**src/rtl/arb_pkg.sv**
```systemverilog
package arb_pkg;
  // Outputs that belong to one slot phase
  typedef struct packed {
    logic cpu_clk;
    logic ctl_clk;
    logic sel_ctl;
    logic load_n;
  } slot_sig_t;

  localparam slot_sig_t SLOT_RST = '{cpu_clk: 1'b0, ctl_clk: 1'b0, sel_ctl: 1'b1, load_n: 1'b1};
endpackage

```
**src/rtl/arb_phase_gen.sv**
```systemverilog
module arb_phase_gen #(
  parameter int CPU_DIV = 4
) (
  input  logic clk,
  input  logic rst,
  output logic nxt_ctl_half,
  output arb_pkg::slot_sig_t sig_o
);
  import arb_pkg::*;
  localparam int HALF = CPU_DIV;
  localparam int P    = 2 * CPU_DIV;
  localparam int PW   = $clog2(P);
  localparam logic [PW-1:0] LAST = PW'(P - 1);
  localparam logic [PW-1:0] HALF_V = PW'(HALF);
  localparam logic [PW-1:0] LOAD_PH = PW'(HALF - 1);
  localparam int SW = (CPU_DIV > 2) ? $clog2(CPU_DIV) : 1;

  logic [PW-1:0] ph, ph_n;
  logic [SW-1:0] sub_n;
  slot_sig_t     sig_n;

  always_comb begin
    ph_n  = (ph == LAST) ? '0 : ph + 1'b1;
    sub_n = SW'(int'(ph_n) % CPU_DIV);
    sig_n.cpu_clk = (int'(sub_n) < CPU_DIV / 2);
    sig_n.ctl_clk = (ph_n < HALF_V);
    sig_n.sel_ctl = (ph_n < HALF_V);
    sig_n.load_n  = (ph_n != LOAD_PH);
  end

  assign nxt_ctl_half = (ph_n < HALF_V);

  always_ff @(posedge clk) begin
    if (rst) begin
      ph    <= LAST;
      sig_o <= SLOT_RST;
    end else begin
      ph    <= ph_n;
      sig_o <= sig_n;
    end
  end

  // ctl_clk may change only when the phase crosses a half boundary
  p_ctl_edges_r2: assert property (@(posedge clk) disable iff (rst)
    (ph != LOAD_PH && ph != LAST) |=> $stable(sig_o.ctl_clk));
  // The load strobe falls only inside the controller half
  p_load_in_ctl_r4: assert property (@(posedge clk) disable iff (rst)
    !sig_o.load_n |-> sig_o.sel_ctl);
endmodule

```
**src/rtl/arb_wait_ctl.sv**
```systemverilog
module arb_wait_ctl (
  input  logic clk,
  input  logic rst,
  input  logic mreq_n,
  input  logic a_top,
  input  logic nxt_ctl_half,
  output logic wait_n_o,
  output logic den_o
);
  logic vid_req;
  assign vid_req = !mreq_n && a_top;

  always_ff @(posedge clk) begin
    if (rst) begin
      wait_n_o <= 1'b1;
      den_o    <= 1'b0;
    end else begin
      wait_n_o <= !(vid_req && nxt_ctl_half);
      den_o    <= vid_req && !nxt_ctl_half;
    end
  end

  // Wait only ever follows a sampled video-region request
  p_wait_src_r6: assert property (@(posedge clk) disable iff (rst)
    !wait_n_o |-> $past(!mreq_n && a_top));
  // Data enable only ever follows a sampled video-region request
  p_den_src_r7: assert property (@(posedge clk) disable iff (rst)
    den_o |-> $past(!mreq_n && a_top));
endmodule

```
**src/rtl/vram_slice_arb.sv**
```systemverilog
module vram_slice_arb #(
  parameter int CPU_DIV = 4
) (
  input  logic clk,
  input  logic rst,
  input  logic cpu_mreq_n,
  input  logic cpu_a_top,
  output logic cpu_clk,
  output logic ctl_clk,
  output logic ram_sel_ctl,
  output logic load_n,
  output logic wait_n,
  output logic cpu_data_en
);
  import arb_pkg::*;
  localparam int CW = $clog2(2 * CPU_DIV + 2);

  slot_sig_t sig;
  logic      nxt_ctl_half;

  arb_phase_gen #(.CPU_DIV(CPU_DIV)) u_phase (
    .clk(clk), .rst(rst), .nxt_ctl_half(nxt_ctl_half), .sig_o(sig)
  );

  arb_wait_ctl u_wait (
    .clk(clk), .rst(rst), .mreq_n(cpu_mreq_n), .a_top(cpu_a_top),
    .nxt_ctl_half(nxt_ctl_half), .wait_n_o(wait_n), .den_o(cpu_data_en)
  );

  assign cpu_clk     = sig.cpu_clk;
  assign ctl_clk     = sig.ctl_clk;
  assign ram_sel_ctl = sig.sel_ctl;
  assign load_n      = sig.load_n;

  // Checker-only run length of wait
  logic [CW-1:0] stall_cnt;
  always_ff @(posedge clk) begin
    if (rst)          stall_cnt <= '0;
    else if (!wait_n) stall_cnt <= stall_cnt + 1'b1;
    else              stall_cnt <= '0;
  end

  p_stall_bound_r10: assert property (@(posedge clk) disable iff (rst)
    int'(stall_cnt) <= CPU_DIV);
  p_den_cpu_half_r7: assert property (@(posedge clk) disable iff (rst)
    cpu_data_en |-> !ram_sel_ctl);
  p_wait_ctl_half_r5: assert property (@(posedge clk) disable iff (rst)
    !wait_n |-> ram_sel_ctl);
  p_exclusive_r3: assert property (@(posedge clk) disable iff (rst)
    !(cpu_data_en && !wait_n));
endmodule

```
**config.mk**
```make
export PLATFORM = sky130hd
export DESIGN_NAME = vram_slice_arb
export DESIGN_NICKNAME = d
export VERILOG_FILES = /design/src/rtl/arb_pkg.sv /design/src/rtl/arb_phase_gen.sv /design/src/rtl/arb_wait_ctl.sv /design/src/rtl/vram_slice_arb.sv
export SDC_FILE = /design/constraint.sdc
export NUM_CORES = 1
export LEC_CHECK = 0
export ABC_CLOCK_PERIOD_IN_PS = 1300
export BUFFER_PORTS_ARGS = -buffer_cell sky130_fd_sc_hd__buf_2
export CORE_AREA = 8 8 45 47
export CTS_CLUSTER_DIAMETER = 30
export DETAILED_ROUTE_END_ITERATION = 10
export DIE_AREA = 0 0 53 55
export PLACE_DENSITY = 0.45
export SLEW_MARGIN = 5
export SYNTH_ARGS = -nofsm -noshare
export SYNTH_HDL_FRONTEND = slang
export SYNTH_HIERARCHICAL = 1
export SYNTH_SLANG_ARGS = --single-unit
```
**constraint.sdc**
```tcl
create_clock -name clk -period 1.3 [get_ports clk]
set_clock_uncertainty 0.1 [all_clocks]
set_input_delay 0.26 -clock clk [delete_from_list [all_inputs] [get_ports clk]]
set_output_delay 0.26 -clock clk [all_outputs]
set_load 0.02 [all_outputs]
```
==> PnR_summary.wiki, run 1 <==
{| class="wikitable"
! Metric !! Value
|-
| Transition time of the tightest slew-check pin || between 0.15 and 0.2 ns
|-
| Final hold slack || around 0.081 ns
|-
| Slowest CP cell || or3b_1
|-
| Number of nets in the layout || 45
|-
| DR vias/cell || roughly 3.7
|-
| Number of routed nets with antenna violations || 0
|-
| Sequential cell area || between 150 and 200 sq um
|-
| Synthesized area per cell || between 10 and 15 sq um
|-
| Cell seen most often among critical-path stages || ha_4
|-
| Post-CTS setup repair buffer count || 0
|-
| Total number of clock tree sinks || 9
|-
| Cell Count Post-Placement || ~50
|-
| Final core area utilization || 30.7%
|-
| Clock latency of the later-clocked register in the worst-skew pair || ~0.26 ns
|-
| Final non-filler cell total || 53
|-
| Final total power || around 760 uW
|-
| Detailed-route wire length per cell || 9.38 microns
|-
| TritonCTS clock tree || yes
|-
| Inserted Clock Buffers || 3
|-
| Accumulated negative setup slack || 0 ns
|-
| Max Clock Freq || a little under 0.8 GHz
|-
| Die width || roughly 53 microns
|-
| Launch instance of the worst register-to-register path || u_phase/ph[0]$_SDFF_PP1_
|-
| Start point of the critical path || u_phase/ph[0]$_SDFF_PP1_
|-
| Count of state elements after synthesis || 9
|-
| Height of the chip || between 50 and 60 microns
|-
| Number of antenna violations at the first check in global routing || 0
|-
| Critical Path Max Stage Delay || roughly 0.36 ns
|-
| Critical Path End Type || flop
|-
| Share of cells above drive strength 1 || ~50%
|-
| Syn Inst Count || 23
|-
| Wire length reported by the detailed router || about 500 microns
|-
| Filler cell count in the final layout || 141
|-
| Launch point of the worst hold path || cpu_mreq_n
|-
| Distinct cell type count after synthesis || 12
|-
| Status || finished clean
|-
| Max-Slew Margin vs Limit || just under 90%
|-
| Library cell used as clock root buffer || clkbuf_4
|-
| Violation count after the first detailed-route iteration || 1
|-
| Final period utilization || between 90% and 100%
|-
| Crit path required time || about 1.3 ns
|-
| Summed instance area of the synthesized netlist || 298 sq um
|-
| Core Box Area || between 1000 and 1500 sq um
|-
| Static leakage power || around 0.19 nW
|-
| Area occupied by multi-input gates || approximately 140 sq um
|-
| Final non-filler cell area || 424 sq um
|-
| Via total after detailed routing || 197
|-
| Layout-stage area growth over the synthesis result || 42.4%
|-
| Longest Clk Path Bufs || 2
|-
| RD Place Congestion || between 0.6 and 0.7
|-
| Overflow left after global routing || 0
|-
| Final setup violation count || 0
|-
| Synthesis Warnings || 6
|-
| I/O pin count || 10
|-
| Worst endpoint data arrival time || approximately 1.3 ns
|-
| Number of H-tree levels || 1
|-
| Largest net degree at the start of global routing || 10
|-
| CP Class || reg -> reg
|-
| Worst slack after detailed placement || -0.0328 ns
|-
| Sort of element at the start of the critical path || flop
|-
| Sequential element share of the synthesized area || 60.5%
|-
| Final Hold Viols || 0
|-
| Placed standard-cell area || a little under 400 sq um
|-
| Remaining design rule violation count || 0
|-
| Min setup slack post-route || approximately 0.018 ns
|-
| 1st-pass router iterations || 2
|-
| Max-cap viol count || 0
|-
| Count of input and output buffers || 9
|-
| Ordered list of cells on the worst path || ha_4 -> ha_4 -> or3b_1
|-
| Final Slew Violations || 0
|-
| Hold buffer count at CTS || 0
|-
| Total nets after synthesis || 30
|-
| Wire length of the first global-routing pass || just over 800 microns
|-
| Global-route usage over all layers || approximately 4.4%
|-
| Via count of the first global-routing pass || between 200 and 250
|-
| Type of the most critical hold path || in -> reg
|-
| RSZ-0062 raised after global routing || true
|-
| Time the final worst path needs with I/O delays and setup || 1.28 ns
|-
| Peak ir drop on the vdd network || between 0.0007 and 0.0008 V
|-
| Clock transition at the register clock pins on the worst setup and hold paths after CTS || ~0.060 ns
|-
| Total power per unit cell area || approximately 1800 nW/um^2
|-
| Initial Util || 21.5%
|-
| Cell row count || 14
|-
| Diodes inserted || 0
|-
| Area of the die || 2920 sq um
|-
| Crit path max fanout || 5
|}
-- repair_timing --
action | in CTS | in global routing
setup endpoints to repair | 1 | 2
pin swaps | 2 | 1
gates resized for setup | 3 | 0
-- layer usage --
metal  global-route usage [%]  share of wire [%]  vias to the layer above
met2                     5.66                 44                        9
met1                     3.99                 39                       86
li1                         -                  -                      102
met5                        0                  0                        -
met4                     1.29                  0                        0
met3                     5.88                 16                        0
-- critical path, delay by kind of cell (launching register included) --
| kind | cells | cell delay (ns) |
|---|---|---|
| flops | 1 | 0.33 |
| simple gates | 1 | 0.36 |
| fa+ha+maj | 2 | 0.38 |
-- synth_stat cells --
master     count  area, sq um
nor2b_1        1         6.26
o21bai_1       1         7.51
ha_1           3         37.5
inv_1          2         7.51
nor2_1         1         3.75
dfxtp_1        9          180
nand2b_1       1         6.26
nor4b_2        1         15.0
or3b_1         1         8.76
or2b_1         1         7.51
nand4bb_1      1         11.3
or2_2          1         6.26
-- path summary, 6_finish.rpt --
path         slack, ns  cells past startpoint                          end
max reg2reg       0.02                      3  u_phase/sig_o[0]$_SDFF_PP1_
min reg2reg       0.44                      2     u_phase/ph[0]$_SDFF_PP1_
max               0.02                      3  u_phase/sig_o[0]$_SDFF_PP1_
min               0.08                      2      u_wait/den_o$_SDFF_PP0_
-- kinds of logic (layout without fill, tap and decap cells) --
logic type	Yosys count	in the layout	share of synthesized area (%)
AND/OR/NAND/NOR	8	8	21.9
adder cells (fa/ha/maj)	3	3	12.6
flip-flops	9	9	60.5
AO/OA/AOI/OAI	1	1	2.52
buffers and inverters	2	16	2.52
-- report_power, final --
| group | switching [mW] | total [mW] | internal (mW) |
|---|---|---|---|
| logic | 0.104 | 0.199 | 0.0951 |
| registers | 0.0233 | 0.352 | 0.329 |
| clock network | 0.0915 | 0.209 | 0.118 |
-- placed cells by master, fill, tap and decap left out, drive strengths merged --
master and n:
ha 3, buf 10, o21bai 1, or2 1, nand4bb 1, dfxtp 9, or3b 1, inv 2
nor4b 1, nor2 1, or2b 1, nand2b 1, clkbuf 4, nor2b 1
-- layout make-up --
type | instances | area share (%)
flip-flops and latches | 9 | 43.1
multi-input cells | 12 | 31.9
well taps | 16 | 4.72
inverters | 2 | 1.77
repair buffers | 10 | 12.4
clock buffers | 4 | 6.19
-- registers in the layout, summed over array words and instances (netlist names) --
name             cells
u_wait/wait_n_o      1
u_wait/den_o         1
u_phase/sig_o        4
u_phase/ph           3
No activity file was read; power rests on OpenSTA's default activity.
==> run 2: changes to the inputs <==
--- a/config.mk
+++ b/config.mk
@@ -5,6 +5,7 @@
 export SDC_FILE = /design/constraint.sdc
 export NUM_CORES = 1
 export LEC_CHECK = 0
+export ABC_AREA = 1
 export ABC_CLOCK_PERIOD_IN_PS = 1300
 export BUFFER_PORTS_ARGS = -buffer_cell sky130_fd_sc_hd__buf_2
 export CORE_AREA = 8 8 45 47
==> run 2 against run 1 <==
Against the previous run:
- clock power barely moved
- utilization shrank 1.5 points
- count of clock-buffer cells in the layout did not move
- non-clock buffer count is 1 lower
- fmax rose by 7.1%
- critical path depth is 3 higher
- combinational power down 3%
- sequential cell count unchanged
- total power shrank 1.4%
- via count grew 2.5%
- sequential power shrank 1%
- sequential share of layout area up 1.7 points
- critical path type unchanged
- critical endpoint is now u_wait/wait_n_o$_SDFF_PP1_
- largest power group unchanged
==> PnR_summary.wiki, run 2 <==
{| class="wikitable"
! Metric !! Value
|-
| Count of input and output buffers || 9
|-
| Max-cap viol count || 0
|-
| Longest Clk Path Bufs || 2
|-
| NetSw || 226 uW
|-
| Distinct cell type count after synthesis || 7
|-
| Sw frac || 30.1%
|-
| Height of the chip || roughly 55 microns
|-
| Start point of the critical path || u_phase/ph[0]$_SDFF_PP1_
|-
| Clock latency of the later-clocked register in the worst-skew pair || between 0.2 and 0.3 ns
|-
| Final HPWL from detailed placement || approximately 370 microns
|-
| Peak ir drop on the vdd network || about 0.00064 V
|-
| Sequential element share of the synthesized area || 60.8%
|-
| Via total after detailed routing || ~200
|-
| Area of the die || 2920 sq um
|-
| RD Place Congestion || approximately 0.64
|-
| Clock transition at the register clock pins on the worst setup and hold paths after CTS || 0.06 ns
|-
| Cell seen most often among critical-path stages || inv_1
|-
| Met3 Use GR || between 4 and 5%
|-
| Total nets after synthesis || 39
|-
| Time the final worst path needs with I/O delays and setup || roughly 1.2 ns
|-
| Max reg flops || 4
|-
| I/O pin count || 10
|-
| Launch instance of the worst register-to-register path || u_phase/ph[0]$_SDFF_PP1_
|-
| Sort of element at the start of the critical path || flop
|-
| Accumulated negative setup slack || 0 ns
|-
| Share of cells above drive strength 1 || 33.3%
|-
| Layout-stage area growth over the synthesis result || 35.9%
|-
| Fraction of power consumed by sequential logic || 46.2%
|-
| Inserted Clock Buffers || 3
|-
| Top delay family on crit path || adder cells
|-
| Violation count after the first detailed-route iteration || 5
|-
| Number of buffers and inverters on the critical path || 2
|-
| Die width || about 53 microns
|-
| Gr busiest metal || met2
|-
| Met2 Resource Use GR || under 10%
|-
| EDFF count, synth || 0
|-
| Cell internal pwr || between 500 and 600 uW
|-
| Total number of clock tree sinks || 9
|-
| Final Hold Viols || 0
|-
| WP depth || 6
|-
| Global-route usage over all layers || 4.65%
|-
| Summed instance area of the synthesized netlist || between 200 and 300 sq um
|-
| TritonCTS clock tree || yes
|-
| Critical Path End Type || flop
|-
| Ordered list of cells on the worst path || ha_2 -> ha_4 -> inv_1 -> inv_1 -> nor2_1 -> nand2_1
|-
| Static leakage power || roughly 0.21 nW
|-
| Remaining design rule violation count || 0
|-
| Transition time of the tightest slew-check pin || roughly 0.18 ns
|-
| Global-route met1 utilization || approximately 4.9%
|-
| Core Box Area || about 1400 sq um
|-
| Cell Count Post-Placement || 57
|-
| Number of H-tree levels || 1
|-
| Post-synth ARST share || 0%
|-
| RSZ-0062 raised after global routing || false
|-
| Crit path max fanout || 3
|-
| Largest net degree at the start of global routing || 6
|-
| List of most frequent post-synthesis cells || dfxtp_1 (9), inv_1 (9), nand2_1 (6)
|-
| Commonest register cell after synthesis || dfxtp_1
|-
| Final non-filler cell total || 61
|-
| Wire length of the first global-routing pass || 890 microns
|-
| Synthesized area per cell || 9.27 sq um
|-
| Most used cells in the layout excluding fill and tap cells || buf_2 (9), inv_1 (9), dfxtp_1 (9)
|-
| Registers with the most flip-flops || u_phase/sig_o x4, u_phase/ph x3
|-
| Count of state elements after synthesis || 9
|-
| Number of antenna violations at the first check in global routing || 0
|-
| DR vias/cell || roughly 3.3
|-
| Cell row count || 14
|-
| Max Clock Freq || roughly 0.84 GHz
|-
| Final Slew Violations || 0
|-
| CP Class || reg -> reg
|-
| Total power per unit cell area || roughly 1900 nW/um^2
|-
| Detailed-route wire length per cell || 8.97 microns
|-
| FF-to-FF setup slack || ~0.1 ns
|-
| Final setup violation count || 0
|-
| Syn Inst Count || 32
|-
| Clk pwr share || about 28%
|-
| Cell count of the worst reg-to-reg path || 6
|-
| Crit path required time || ~1.4 ns
|-
| Wire length reported by the detailed router || around 550 microns
|-
| Portion of total power attributed to combinational logic || approximately 26%
|-
| Worst slack after detailed placement || roughly 0.029 ns
|-
| Top-area cell type share of the netlist area || 60.8%
|-
| Filler cell count in the final layout || approximately 160
|-
| Top cell type by total area after synthesis || dfxtp_1
|-
| Post-CTS setup repair buffer count || 0
|-
| Final total power || around 750 uW
|-
| Synthesis Warnings || 6
|-
| Crit path capture || u_wait/wait_n_o$_SDFF_PP1_
|-
| Leading cell types by total area after synthesis || dfxtp_1 (61%), ha_1 (13%), inv_1 (11%), nand2_1 (7.6%), nor2_1 (3.8%)
|-
| Number of routed nets with antenna violations || 0
|-
| Number of nets in the layout || 53
|-
| Via count of the first global-routing pass || between 200 and 250
|-
| Overflow left after global routing || 0
|-
| Final period utilization || roughly 90%
|-
| Min setup slack post-route || roughly 0.10 ns
|-
| Largest reg by FF count || u_phase/sig_o
|-
| Max-Slew Margin vs Limit || 87.9%
|-
| Critical Path Max Stage Delay || roughly 0.36 ns
|-
| Critical R2R Capture || u_wait/wait_n_o$_SDFF_PP1_
|-
| Slowest CP cell || dfxtp_1
|-
| Initial Util || between 20 and 25%
|-
| Library cell used as clock root buffer || clkbuf_4
|-
| Diodes inserted || 0
|-
| 1st-pass router iterations || 4
|-
| Type of the most critical hold path || in -> reg
|-
| Status || finished clean
|-
| Worst endpoint data arrival time || roughly 1.3 ns
|}
-- run 2: layout make-up --
type                            instances  area (sq um)  share of cell area [%]
Timing Repair Buffer                    9          45.0                    11.2
Multi-Input combinational cell         14          97.6                    24.2
Tap cell                               16          20.0                    4.97
Inverter                                9          33.8                    8.39
Clock buffer                            4          26.3                    6.52
Sequential cell                         9           180                    44.7
-- run 2: routing by layer --
metal / part of all wire, % / wire, microns / vias up
met5: 0 / 0 / -
met4: 1.8 / 10 / 0
met3: 12 / 67 / 2
met2: 45 / 244 / 9
met1: 41 / 224 / 76
li1: - / - / 115
-- run 2: logic make-up (layout without fill, tap and decap cells) --
logic type,Yosys count,in the layout,synth area share (%)
AO/OA/AOI/OAI,1,1,1.69
adder cells (fa/ha/maj),3,3,12.7
buffers and inverters,9,22,11.4
AND/OR/NAND/NOR,10,10,13.5
flip-flops,9,9,60.8
-- run 2: worst min-delay path by stage --
stage	depth (start not counted)	from	endpoint
floorplan	1	rst	u_phase/sig_o[2]$_SDFF_PP0_
global route	2	rst	u_phase/sig_o[2]$_SDFF_PP0_
finish	3	cpu_mreq_n	u_wait/wait_n_o$_SDFF_PP1_
detailed placement	3	cpu_mreq_n	u_wait/wait_n_o$_SDFF_PP1_
global placement	3	cpu_mreq_n	u_wait/wait_n_o$_SDFF_PP1_
CTS	3	cpu_mreq_n	u_wait/wait_n_o$_SDFF_PP1_
-- run 2: timing repair --
| item | 4_1_cts | 5_1_grt |
|---|---|---|
| endpoints found under the setup margin | 0 | 4 |
| gates resized for setup | 0 | 2 |
| hold buffers | 0 | 0 |
-- run 2: power by group through the flow --
stage / clock [mW] / combinational, mW / sequential, mW
2_1_floorplan: 0 / 0.0760 / 0.387
3_3_place_gp: 0 / 0.169 / 0.347
3_5_place_dp: 0 / 0.168 / 0.348
4_1_cts: 0.222 / 0.168 / 0.343
5_1_grt: 0.246 / 0.220 / 0.353
6_report: 0.211 / 0.193 / 0.347
-- run 2: through the flow --
step	area, sq um	hold WS [ns]	utilization (%)
2_1_floorplan	297	0.233	-
6_report	403	0.101	29.1
4_1_cts	388	0.0932	28.0
5_1_grt	403	0.110	29.1
3_3_place_gp	362	0.360	26.1
3_5_place_dp	362	0.366	26.1
-- run 2: tightest hold or removal path, cell delays in order --
cell     delay, ns
buf_2         0.09
nor2_1        0.04
nand2_1       0.04
